[src/rtl/nvmlk_pkg.sv]
package nvmlk_pkg;
  localparam int CMD_AW   = 15;   // compared address bits
  localparam int BYTE_W   = 8;
  localparam int SEQ_LEN  = 6;    // release pattern length
  localparam int ENA_STEP = 2;    // step at which the arming byte branches off
  localparam logic [BYTE_W-1:0] ENA_DATA = 8'hA0;

  function automatic logic [CMD_AW-1:0] step_addr(input logic [2:0] k);
    return (k == 3'd1 || k == 3'd4) ? 15'h2AAA : 15'h5555;
  endfunction

  function automatic logic [BYTE_W-1:0] step_data(input logic [2:0] k);
    case (k)
      3'd0, 3'd3: return 8'hAA;
      3'd1, 3'd4: return 8'h55;
      3'd2:       return 8'h80;
      default:    return 8'h20;
    endcase
  endfunction
endpackage

[src/rtl/nvmlk_match.sv]
module nvmlk_match
  import nvmlk_pkg::*;
(
  input  logic [2:0]        step,
  input  logic [CMD_AW-1:0] addr_lo,
  input  logic [BYTE_W-1:0] data,
  output logic              m_cont,
  output logic              m_enab,
  output logic              m_start
);
  logic [SEQ_LEN-1:0] hit;

  for (genvar k = 0; k < SEQ_LEN; k++) begin : g_step
    assign hit[k] = (addr_lo == step_addr(3'(k))) && (data == step_data(3'(k)));
  end

  assign m_cont  = |(hit & (SEQ_LEN'(1) << step));
  assign m_start = hit[0];
  assign m_enab  = (step == 3'(ENA_STEP)) &&
                   (addr_lo == step_addr(3'(ENA_STEP))) && (data == ENA_DATA);
endmodule

[src/rtl/nvmlk_page_win.sv]
module nvmlk_page_win #(
  parameter int ADDR_W     = 16,
  parameter int PAGE_BYTES = 128,
  localparam int PG_LSB    = $clog2(PAGE_BYTES),
  localparam int PG_W      = ADDR_W - PG_LSB,
  localparam int CNT_W     = $clog2(PAGE_BYTES + 1)
) (
  input  logic            clk,
  input  logic            clr,
  input  logic            arm,
  input  logic            wr,
  input  logic [PG_W-1:0] page,
  input  logic            prog_done,
  output logic            open_q,
  output logic            accept
);
  logic [CNT_W-1:0] cnt_q;
  logic [PG_W-1:0]  page_q;

  assign accept = open_q && (cnt_q == '0 || page == page_q) &&
                  (cnt_q < CNT_W'(PAGE_BYTES));

  always_ff @(posedge clk) begin
    if (clr) begin
      open_q <= 1'b0;
      cnt_q  <= '0;
      page_q <= '0;
    end else if (arm) begin
      open_q <= 1'b1;
      cnt_q  <= '0;
    end else if (open_q && prog_done && cnt_q != '0) begin
      open_q <= 1'b0;
      cnt_q  <= '0;
    end else if (wr && accept) begin
      cnt_q  <= cnt_q + 1'b1;
      page_q <= page;
    end
  end

  // the load count never exceeds one page
  a_r4_count_cap: assert property (@(posedge clk) disable iff (clr)
    cnt_q <= CNT_W'(PAGE_BYTES));

  // completion of programming closes a loaded window
  a_r5_window_close: assert property (@(posedge clk) disable iff (clr)
    (open_q && prog_done && cnt_q != '0 && !arm) |=> !open_q);
endmodule

[src/rtl/nvmlk_replay.sv]
module nvmlk_replay
  import nvmlk_pkg::*;
#(
  parameter int ADDR_W = 16,
  localparam int HI_W  = ADDR_W - CMD_AW
) (
  input  logic                          clk,
  input  logic                          clr,
  input  logic                          start,
  input  logic [2:0]                    start_len,
  input  logic [SEQ_LEN-2:0][HI_W-1:0]  start_hi,
  input  logic                          tail_v,
  input  logic [ADDR_W-1:0]             tail_addr,
  input  logic [BYTE_W-1:0]             tail_data,
  output logic                          busy_q,
  output logic [ADDR_W-1:0]             out_addr,
  output logic [BYTE_W-1:0]             out_data
);
  logic [2:0]                   idx_q, len_q;
  logic [SEQ_LEN-2:0][HI_W-1:0] hi_q;
  logic                         tv_q;
  logic [ADDR_W-1:0]            taddr_q;
  logic [BYTE_W-1:0]            tdata_q;
  logic [3:0]                   total;

  assign total = {1'b0, len_q} + {3'b000, tv_q};

  always_comb begin
    if (idx_q < len_q) begin
      out_addr = {hi_q[idx_q], step_addr(idx_q)};
      out_data = step_data(idx_q);
    end else begin
      out_addr = taddr_q;
      out_data = tdata_q;
    end
  end

  always_ff @(posedge clk) begin
    if (clr) begin
      busy_q  <= 1'b0;
      idx_q   <= '0;
      len_q   <= '0;
      hi_q    <= '0;
      tv_q    <= 1'b0;
      taddr_q <= '0;
      tdata_q <= '0;
    end else if (start) begin
      busy_q  <= (start_len != '0) || tail_v;
      idx_q   <= '0;
      len_q   <= start_len;
      hi_q    <= start_hi;
      tv_q    <= tail_v;
      taddr_q <= tail_addr;
      tdata_q <= tail_data;
    end else if (busy_q) begin
      if ({1'b0, idx_q} + 4'd1 == total) busy_q <= 1'b0;
      idx_q <= idx_q + 1'b1;
    end
  end

  // a replay with held bytes starts draining in the following cycle
  a_r8_replay_starts: assert property (@(posedge clk) disable iff (clr)
    (start && start_len != '0) |=> busy_q);
endmodule

[src/rtl/nvm_wrlock_seq.sv]
module nvm_wrlock_seq
  import nvmlk_pkg::*;
#(
  parameter int ADDR_W     = 16,
  parameter int PAGE_BYTES = 128,
  parameter int TWC_CYCLES = 16
) (
  input  logic              clk,
  input  logic              rst,
  input  logic              pwr_cycle,
  input  logic              wr_valid,
  input  logic [ADDR_W-1:0] wr_addr,
  input  logic [BYTE_W-1:0] wr_data,
  input  logic              prog_done,
  output logic              arr_wr_en,
  output logic [ADDR_W-1:0] arr_wr_addr,
  output logic [BYTE_W-1:0] arr_wr_data,
  output logic              cmd_byte,
  output logic              prot_state,
  output logic              drop_dbg
);
  localparam int HI_W   = ADDR_W - CMD_AW;
  localparam int PG_LSB = $clog2(PAGE_BYTES);
  localparam int TMR_W  = $clog2(TWC_CYCLES + 1);

  logic                         flag_q, pend_q;
  logic [TMR_W-1:0]             tmr_q;
  logic [2:0]                   seq_q;
  logic [SEQ_LEN-2:0][HI_W-1:0] held_hi_q;
  logic                         clr_vol;

  logic m_cont, m_enab, m_start;
  logic win_open, win_accept;
  logic rp_busy;
  logic [ADDR_W-1:0] rp_addr;
  logic [BYTE_W-1:0] rp_data;

  logic go, act_win, act_pend, act_seq, take_cmd, done_en, done_dis;
  logic brk, restart, pass_direct, drop, cmd_hit, start_rp, tail_v;

  assign clr_vol = rst || pwr_cycle;

  nvmlk_match i_match (
    .step    (seq_q),
    .addr_lo (wr_addr[CMD_AW-1:0]),
    .data    (wr_data),
    .m_cont  (m_cont),
    .m_enab  (m_enab),
    .m_start (m_start)
  );

  // Write classification
  always_comb begin
    go          = wr_valid && !rp_busy;
    act_win     = go && win_open;
    act_pend    = go && !win_open && pend_q;
    act_seq     = go && !win_open && !pend_q;
    take_cmd    = act_seq && (m_cont || m_enab);
    done_en     = act_seq && m_enab;
    done_dis    = act_seq && m_cont && (seq_q == 3'(SEQ_LEN - 1));
    brk         = act_seq && !take_cmd && (seq_q != '0);
    restart     = brk && m_start;
    start_rp    = brk && !flag_q;
    tail_v      = brk && !restart && !flag_q;
    pass_direct = (act_win && win_accept) ||
                  (act_seq && !take_cmd && (seq_q == '0) && !flag_q);
    drop        = (act_win && !win_accept) || act_pend ||
                  (act_seq && !take_cmd && !restart && flag_q);
    cmd_hit     = take_cmd || restart;
  end

  nvmlk_page_win #(.ADDR_W(ADDR_W), .PAGE_BYTES(PAGE_BYTES)) i_win (
    .clk       (clk),
    .clr       (clr_vol),
    .arm       (done_en),
    .wr        (act_win),
    .page      (wr_addr[ADDR_W-1:PG_LSB]),
    .prog_done (prog_done),
    .open_q    (win_open),
    .accept    (win_accept)
  );

  nvmlk_replay #(.ADDR_W(ADDR_W)) i_replay (
    .clk       (clk),
    .clr       (clr_vol),
    .start     (start_rp),
    .start_len (seq_q),
    .start_hi  (held_hi_q),
    .tail_v    (tail_v),
    .tail_addr (wr_addr),
    .tail_data (wr_data),
    .busy_q    (rp_busy),
    .out_addr  (rp_addr),
    .out_data  (rp_data)
  );

  // Nonvolatile flag: only the delivery reset clears it directly
  always_ff @(posedge clk) begin
    if (rst) begin
      flag_q <= 1'b0;
    end else if (!pwr_cycle) begin
      if (done_en) flag_q <= 1'b1;
      else if (pend_q && tmr_q == '0) flag_q <= 1'b0;
    end
  end

  always_ff @(posedge clk) begin
    if (clr_vol) begin
      pend_q      <= 1'b0;
      tmr_q       <= '0;
      seq_q       <= '0;
      held_hi_q   <= '0;
      arr_wr_en   <= 1'b0;
      arr_wr_addr <= '0;
      arr_wr_data <= '0;
      cmd_byte    <= 1'b0;
      drop_dbg    <= 1'b0;
    end else begin
      arr_wr_en   <= rp_busy || pass_direct;
      arr_wr_addr <= rp_busy ? rp_addr : wr_addr;
      arr_wr_data <= rp_busy ? rp_data : wr_data;
      cmd_byte    <= cmd_hit;
      drop_dbg    <= drop;

      if (take_cmd) begin
        if (done_en || done_dis) seq_q <= '0;
        else begin
          seq_q <= seq_q + 1'b1;
          held_hi_q[seq_q] <= wr_addr[ADDR_W-1:CMD_AW];
        end
      end else if (restart) begin
        seq_q        <= 3'd1;
        held_hi_q[0] <= wr_addr[ADDR_W-1:CMD_AW];
      end else if (brk) begin
        seq_q <= '0;
      end

      if (done_dis) begin
        pend_q <= 1'b1;
        tmr_q  <= TMR_W'(TWC_CYCLES - 1);
      end else if (pend_q) begin
        if (tmr_q == '0) pend_q <= 1'b0;
        else tmr_q <= tmr_q - 1'b1;
      end
    end
  end

  assign prot_state = flag_q;

  // a cycle that reports a command byte carries no array write
  a_r1_cmd_not_stored: assert property (@(posedge clk) disable iff (clr_vol)
    cmd_byte |-> !arr_wr_en);

  // a stray write while locked is dropped and reported
  a_r3_locked_drop: assert property (@(posedge clk) disable iff (clr_vol)
    (wr_valid && !rp_busy && flag_q && !win_open && !m_cont && !m_enab && !m_start)
      |=> (!arr_wr_en && drop_dbg));

  // the flag only falls at the end of a release wait (or by reset)
  a_r6_release_wait: assert property (@(posedge clk) disable iff (rst)
    $fell(prot_state) |-> ($past(pend_q) || $past(rst)));

  // input rule - no write event while a replay drains
  a_r8_no_write_in_replay: assert property (@(posedge clk) disable iff (clr_vol)
    rp_busy |-> !wr_valid);
endmodule

[config.mk]
export PLATFORM = sky130hd
export DESIGN_NAME = nvm_wrlock_seq
export DESIGN_NICKNAME = d
export VERILOG_FILES = /design/src/rtl/nvmlk_pkg.sv /design/src/rtl/nvmlk_match.sv /design/src/rtl/nvmlk_page_win.sv /design/src/rtl/nvmlk_replay.sv /design/src/rtl/nvm_wrlock_seq.sv
export SDC_FILE = /design/constraint.sdc
export NUM_CORES = 1
export LEC_CHECK = 0
export BUFFER_PORTS_ARGS = -buffer_cell sky130_fd_sc_hd__buf_2
export CORE_ASPECT_RATIO = 1.2
export CORE_MARGIN = 3
export CORE_UTILIZATION = 63
export CTS_BUF_LIST = sky130_fd_sc_hd__clkbuf_16
export DETAILED_ROUTE_END_ITERATION = 6
export PLACE_DENSITY = 0.85
export RECOVER_POWER = 25
export SYNTH_ARGS = -nofsm -noshare
export SYNTH_HDL_FRONTEND = slang
export SYNTH_HIERARCHICAL = 1
export SYNTH_SLANG_ARGS = --single-unit
[constraint.sdc]
create_clock -name clk -period 3.96 [get_ports clk]
set_input_delay 0.792 -clock clk [delete_from_list [all_inputs] [get_ports clk]]
set_output_delay 0.792 -clock clk [all_outputs]
set_load 0.1 [all_outputs]
==> results of run 1 <==
[registers in the layout (all words and copies together) (netlist names)]
name	cells
arr_wr_addr	16
i_replay/taddr_q	16
i_win/page_q	9
arr_wr_data	8
i_replay/tdata_q	8
i_win/cnt_q	8
held_hi_q	5
i_replay/hi_q	5
tmr_q	5
i_replay/idx_q	3
i_replay/len_q	3
seq_q	3
arr_wr_en	1
cmd_byte	1
drop_dbg	1
i_replay/busy_q	1
i_replay/tv_q	1
i_win/open_q	1
pend_q	1
prot_state	1
[how the worst min path moves through the flow]
stage / from / endpoint / slack [ps]
global placement: held_hi_q[3] / held_hi_q[3] / 450
finish: held_hi_q[1] / held_hi_q[1] / 470
CTS: held_hi_q[3] / held_hi_q[3] / 480
global route: held_hi_q[3] / held_hi_q[3] / 500
detailed placement: held_hi_q[2] / held_hi_q[2] / 460
floorplan: held_hi_q[3] / held_hi_q[3] / 430
[area by class of cell]
class / instances / area [um^2] / share of cell area, %
sequential: 97 / 1940 / 35.2
timing repair buffer: 65 / 309 / 5.59
clock buffer: 9 / 225 / 4.08
multi-input combinational: 382 / 2760 / 50.0
clock inverter: 7 / 68.8 / 1.25
tap: 90 / 113 / 2.04
inverter: 27 / 101 / 1.83
[power breakdown]
group / internal, mW / total (mW) / switching, mW
registers: 0.985 / 0.988 / 0.00277
logic: 0.0372 / 0.174 / 0.137
clock network: 0.446 / 0.857 / 0.411
[cell families after synthesis]
family	Yosys count	synth area share [%]
AO/OA/AOI/OAI	62	8.39
XOR/XNOR	23	4.07
AND/OR/NAND/NOR	199	22.6
flip-flops	97	39.2
adder cells (fa/ha/maj)	16	4.04
multiplexers	82	16.6
buffers and inverters	52	5.03
[per-stage QoR]
stage	instances	total power, mW	setup slack, ps
3_5_place_dp	661	1.19	225
4_1_cts	677	2.03	575
3_3_place_gp	661	1.18	405
2_1_floorplan	531	1.13	998
6_report	677	2.02	505
5_1_grt	677	2.09	215
[placed cells by master (no fill, tap or decap), drive strengths merged, types with 4 or more instances in the layout]
master   netlist  routed
dfxtp         97      97
nor2          79      79
mux2i         79      79
clkbuf         6      38
buf           19      36
inv           27      32
nand2b        19      19
xnor2         19      19
a21oi         18      18
nand2         16      16
ha            16      16
nand3         14      14
o21a          11      11
nand4         11      11
nor4          11      11
o21ai         10      10
nor3          10      10
nand3b         4       4
xor2           4       4
or2b           4       4
and3           4       4
nand4bb        4       4
a21o           4       4
[tightest hold or removal path: stages, from the launching register on]
cell     delay [ps]
dfxtp_1         320
nand2_1          50
mux2i_1          50
[per-layer routing]
| metal | vias to the layer above | part of all wire (%) |
|---|---|---|
| met4 | 0 | 1.6 |
| met2 | 110 | 50 |
| met1 | 1963 | 43 |
| met5 | - | 0 |
| li1 | 1959 | - |
| met3 | 19 | 5.3 |
==> metrics.csv, run 1 <==
stage;metric;value;unit
run_status;status;finished clean;
placement;Placed Area;5270;um^2
clock_tree;post-cts resize count;0;
logic_synthesis;number of synthesized flops with an enable pin;0;
worst_setup_path;CP cell instances;or4_1 -> nor4_2 -> a221oi_1 -> a31oi_1 -> nor2_1 -> nand2_1 -> nor3_2 -> buf_4 -> mux2i_1 -> nor2_1;
routing;ANT nets after route;0;
die;die height;103;um
layout;Area Overhead vs Synth;11.5;%
clock_tree;root buf cell;clkbuf_16;
worst_setup_path;worst r2r path cells;10;
sta;Tcrit/Tclk final;87.3;%
routing;Initial DRC Count;306;
logic_synthesis;ys flop type;dfxtp_1;
power_and_ir_drop;pwr dens;365;nW/um^2
clock_tree;CTS tree;built;
worst_setup_path;CP Capture Type;register;
worst_setup_path;Top delay family on crit path;simple AND/OR/NAND/NOR gates;
worst_setup_path;CP bufs+invs;1;
worst_setup_path;r2r endpoint;i_replay/taddr_q[3];
grt;met1 global-route usage;34.0;%
placement;GPL Wtd Cong;0.840;
worst_setup_path;most frequent CP cell;nor2_1;
grt;gr usage total;26.4;%
clock_tree;clock buffer depth;2;
clock_tree;clk_lat worst skew;350;ps
worst_setup_path;CP startpoint kind;register;
logic_synthesis;synth unique cells;63;
routing;WL/cell;16.6;um
layout;FILL cells;553;
placement;post-DP HPWL;8010;um
sta;final setup fails;0;
routing;final WL;11300;um
sta;slew at the pin closest to its max-slew limit;1190;ps
worst_setup_path;Stages on worst setup path;10;
grt;global-route wire length before repair;18800;um
logic_synthesis;Synthesis Warnings;6;
logic_synthesis;Mapped Cells;531;
placement;port bufs;56;
grt;initial antenna violation count;0;
layout;antenna cells;0;
worst_setup_path;FF-to-FF setup slack;500;ps
routing;vias per cell;5.98;
sta;worst rel slew slack;21.2;%
routing;DRC viols;0;
grt;met2 Resource Use GR;45.0;%
worst_setup_path;Worst EP required;4200;ps
worst_setup_path;Setup crit end;i_replay/taddr_q[3];
logic_synthesis;Area contributors post-synth;dfxtp_1 (39%), mux2i_1 (16%), nor2_1 (6.0%);
logic_synthesis;Netlist Area Pre-Place;4950;um^2
grt;GR Overflow Total;0;
logic_synthesis;Synth area leader;dfxtp_1;
power_and_ir_drop;VDD IR max;0.272;mV
worst_setup_path;Reg-to-Reg Start;seq_q[1];
worst_setup_path;worst setup path start;seq_q[1];
sta;fin crit period;3460;ps
grt;largest net degree at the start of global routing;50;
sta;Slew Limit Fails;0;
layout;Core Util, Final;74.2;%
worst_setup_path;WP data arrival;3690;ps
worst_setup_path;CP Max Fanout;15;
worst_hold_path;worst hold stages;2;
sta;final hold vios;0;
layout;design area;5520;um^2
sta;hold slack final;471;ps
die;Core Rows;34;
logic_synthesis;ys async rst share;0;%
power_and_ir_drop;leakage dissipation;1.97;nW
clock_tree;Post-CTS Setup Bufs;0;
grt;global route hottest layer;met2;
grt;vias in the first global route;3979;
routing;first drt pass iteration count;5;
clock_tree;CTS buffer count;9;
layout;Layout Nets;627;
grt;met3 usage;4.32;%
sta;RSZ-0062 raised after global routing;no;
logic_synthesis;sequential share of the synthesized area;39.2;%
worst_setup_path;crit-path max cell delay;840;ps
die;Core Footprint;7440;um^2
logic_synthesis;top-count cell post-synth;dfxtp_1;
clock_tree;CTS Hold Bufs;0;
clock_tree;H-tree levels;3;
die;Initial Util;66.5;%
die;Die X;86.9;um
logic_synthesis;post-synth top area share;39.2;%
logic_synthesis;#FFs+latches synth;97;
logic_synthesis;Avg Inst Size Synth;9.33;um^2
die;Ports;57;
worst_setup_path;CP max-delay cell;nor3_2;
worst_setup_path;CP Class;register to register;
worst_hold_path;worst hold path class;register to register;
sta;post-route clock skew;8.20;ps
sta;max frequency;289;MHz
routing;via count;4051;
logic_synthesis;top post-synthesis cells by count;dfxtp_1 (97), mux2i_1 (79), nor2_1 (79), inv_1 (26);
die;die area;8970;um^2
logic_synthesis;Post-Syn Nets;576;
clock_tree;clk slew on worst S/H paths;70;ps
job;Max Cap Viol;0;
sta;setup total negative slack;0;ps
clock_tree;clk sinks;97;
layout;layout cells sized above 1;13.1;%
(Power assumes the default switching activity.)
==> run 2, diff against run 1 <==
- CORE_UTILIZATION: 63 -> 55
- PLACE_DENSITY: 0.85 -> 0.76
==> run 2 against run 1 <==
Against the previous run:
- sequential power about the same
- die area rose by 14%
- combinational power is essentially flat
- critical endpoint is now arr_wr_data[7]
- sequential share of layout area down 0.17 points
- first-iteration DRC count is 24% lower
- sequential cell count did not move
- routed wire length shrank 2.4%
- worst hold slack improved by 3.4 ps
- largest power group unchanged
- core utilization fell by 10 points
- register-to-register slack better by 360 ps
- global-route usage is 3.4 points lower
- critical path depth fell by 3
==> metrics.csv, run 2 (same netlist as run 1, synthesis figures left out) <==
stage;metric;value;unit
run_status;status;finished clean;
sta;fin crit period;3100;ps
sta;worst rel slew slack;22.0;%
die;Ports;57;
sta;setup total negative slack;0;ps
worst_setup_path;Reg-to-Reg Start;i_replay/idx_q[1];
layout;Area Overhead vs Synth;12.1;%
sta;max frequency;323;MHz
routing;WL/cell;15.7;um
clock_tree;H-tree levels;3;
die;die area;10200;um^2
worst_hold_path;worst hold path class;register to register;
worst_setup_path;worst setup path start;i_replay/idx_q[1];
placement;post-placement cell count;684;
layout;Top Registers;arr_wr_addr (16), i_replay/taddr_q (16), i_win/page_q (9);
job;Max Cap Viol;0;
placement;GPL Wtd Cong;0.907;
worst_setup_path;Worst EP required;4170;ps
die;Core Rows;37;
layout;post-route insts no fill;700;
worst_setup_path;CP Class;register to register;
grt;initial antenna violation count;0;
worst_setup_path;FF-to-FF setup slack;860;ps
clock_tree;clk_lat worst skew;340;ps
worst_hold_path;Hold Crit Start;held_hi_q[2];
grt;largest net degree at the start of global routing;45;
placement;port bufs;56;
sta;RSZ-0062 raised after global routing;no;
clock_tree;CTS buffer count;9;
sta;worst setup margin;863;ps
layout;antenna cells;0;
power_and_ir_drop;leakage dissipation;1.97;nW
layout;design area;5550;um^2
grt;gr usage total;23.0;%
die;die height;110;um
routing;met1 wire length;4850;um
clock_tree;post-cts resize count;0;
sta;post-route clock skew;3.73;ps
placement;Placed Area;5290;um^2
sta;final setup fails;0;
die;Core Footprint;8660;um^2
routing;final WL;11000;um
worst_setup_path;CP startpoint kind;register;
layout;FILL cells;760;
clock_tree;clock buffer depth;2;
sta;Tcrit/Tclk final;78.2;%
clock_tree;clk slew on worst S/H paths;60;ps
worst_setup_path;r2r endpoint;arr_wr_data[7];
routing;DR WL met2;5470;um
routing;max layer used;met4;
sta;final hold vios;0;
die;Initial Util;57.2;%
clock_tree;CTS tree;built;
routing;via count;3927;
layout;commonest non-fill, non-tap cell in the layout;dfxtp_1;
clock_tree;CTS Hold Bufs;0;
worst_setup_path;Setup crit end;arr_wr_data[7];
power_and_ir_drop;VDD IR max;0.302;mV
worst_setup_path;WP data arrival;3310;ps
clock_tree;root buf cell;clkbuf_16;
sta;hold slack final;475;ps
clock_tree;clk sinks;97;
die;Die X;92.6;um
sta;slew at the pin closest to its max-slew limit;1180;ps
worst_setup_path;CP Capture Type;register;
routing;WL met3;503;um
worst_setup_path;CP Max Fanout;16;
grt;global-route wire length before repair;18800;um
grt;GR Overflow Total;0;
routing;first drt pass iteration count;4;
routing;Initial DRC Count;232;
power_and_ir_drop;pwr dens;370;nW/um^2
layout;Layout Nets;623;
clock_tree;Post-CTS Setup Bufs;0;
routing;vias per cell;5.61;
placement;Setup WS pre-CTS;689;ps
placement;post-DP HPWL;7860;um
layout;layout cells sized above 1;11.8;%
routing;DRC viols;0;
sta;Slew Limit Fails;0;
worst_setup_path;worst r2r path cells;7;
routing;ANT nets after route;0;
grt;vias in the first global route;3912;
layout;most frequent cells in the layout;dfxtp_1 (96), nor2_1 (79), mux2i_1 (79);
run 2: cell count changes in the layout (fill, tap and decap cells not counted), sizes merged:
| cell | delta |
|---|---|
| inv | -1 |
| buf | -4 |
| bufinv | +2 |
| clkinv | -1 |
run 2: stage by stage:
stage	utilization [%]	total power, mW
floorplan	-	1.13
global placement	61.1	1.18
detailed placement	61.1	1.18
CTS	64.6	2.07
global route	64.1	2.12
finish	64.1	2.05
run 2: how the worst min path moves through the flow:
stage / endpoint / slack (ps) / cells past startpoint
after global placement: held_hi_q[2] / 460 / 2
after CTS: held_hi_q[2] / 480 / 2
final: held_hi_q[2] / 470 / 2
after global routing: held_hi_q[2] / 510 / 2
after detailed placement: held_hi_q[2] / 470 / 2
after floorplan: held_hi_q[3] / 430 / 2
run 2: where the power goes:
group,internal [mW],total [mW],leakage [nW],switching (mW)
clock network,0.543,0.891,0.164,0.348
logic,0.0365,0.172,1.02,0.136
registers,0.986,0.988,0.785,0.00264
total,1.57,2.05,1.97,0.487
run 2: routing by layer:
metal	up-vias	global-route usage, %
li1	1950	-
met1	1868	28.0
met4	0	7.43
met5	-	0
met2	92	40.2
met3	17	5.27
run 2: critical path, stage by stage (launching register included):
cell and delay, ps:
dfxtp_1 560, ha_1 300, a21o_1 170, a21oi_1 630, clkbuf_1 700, mux2_2 410
mux2i_1 150, nor2_1 60
run 2: final cells by class:
type / count / area (um^2) / share of cell area (%)
Multi-Input combinational cell: 382 / 2760 / 49.8
Inverter: 27 / 101 / 1.83
Clock buffer: 9 / 225 / 4.06
Clock inverter: 7 / 80.1 / 1.44
Tap cell: 117 / 146 / 2.64
Sequential cell: 97 / 1940 / 35.0
Timing Repair Buffer: 61 / 292 / 5.25
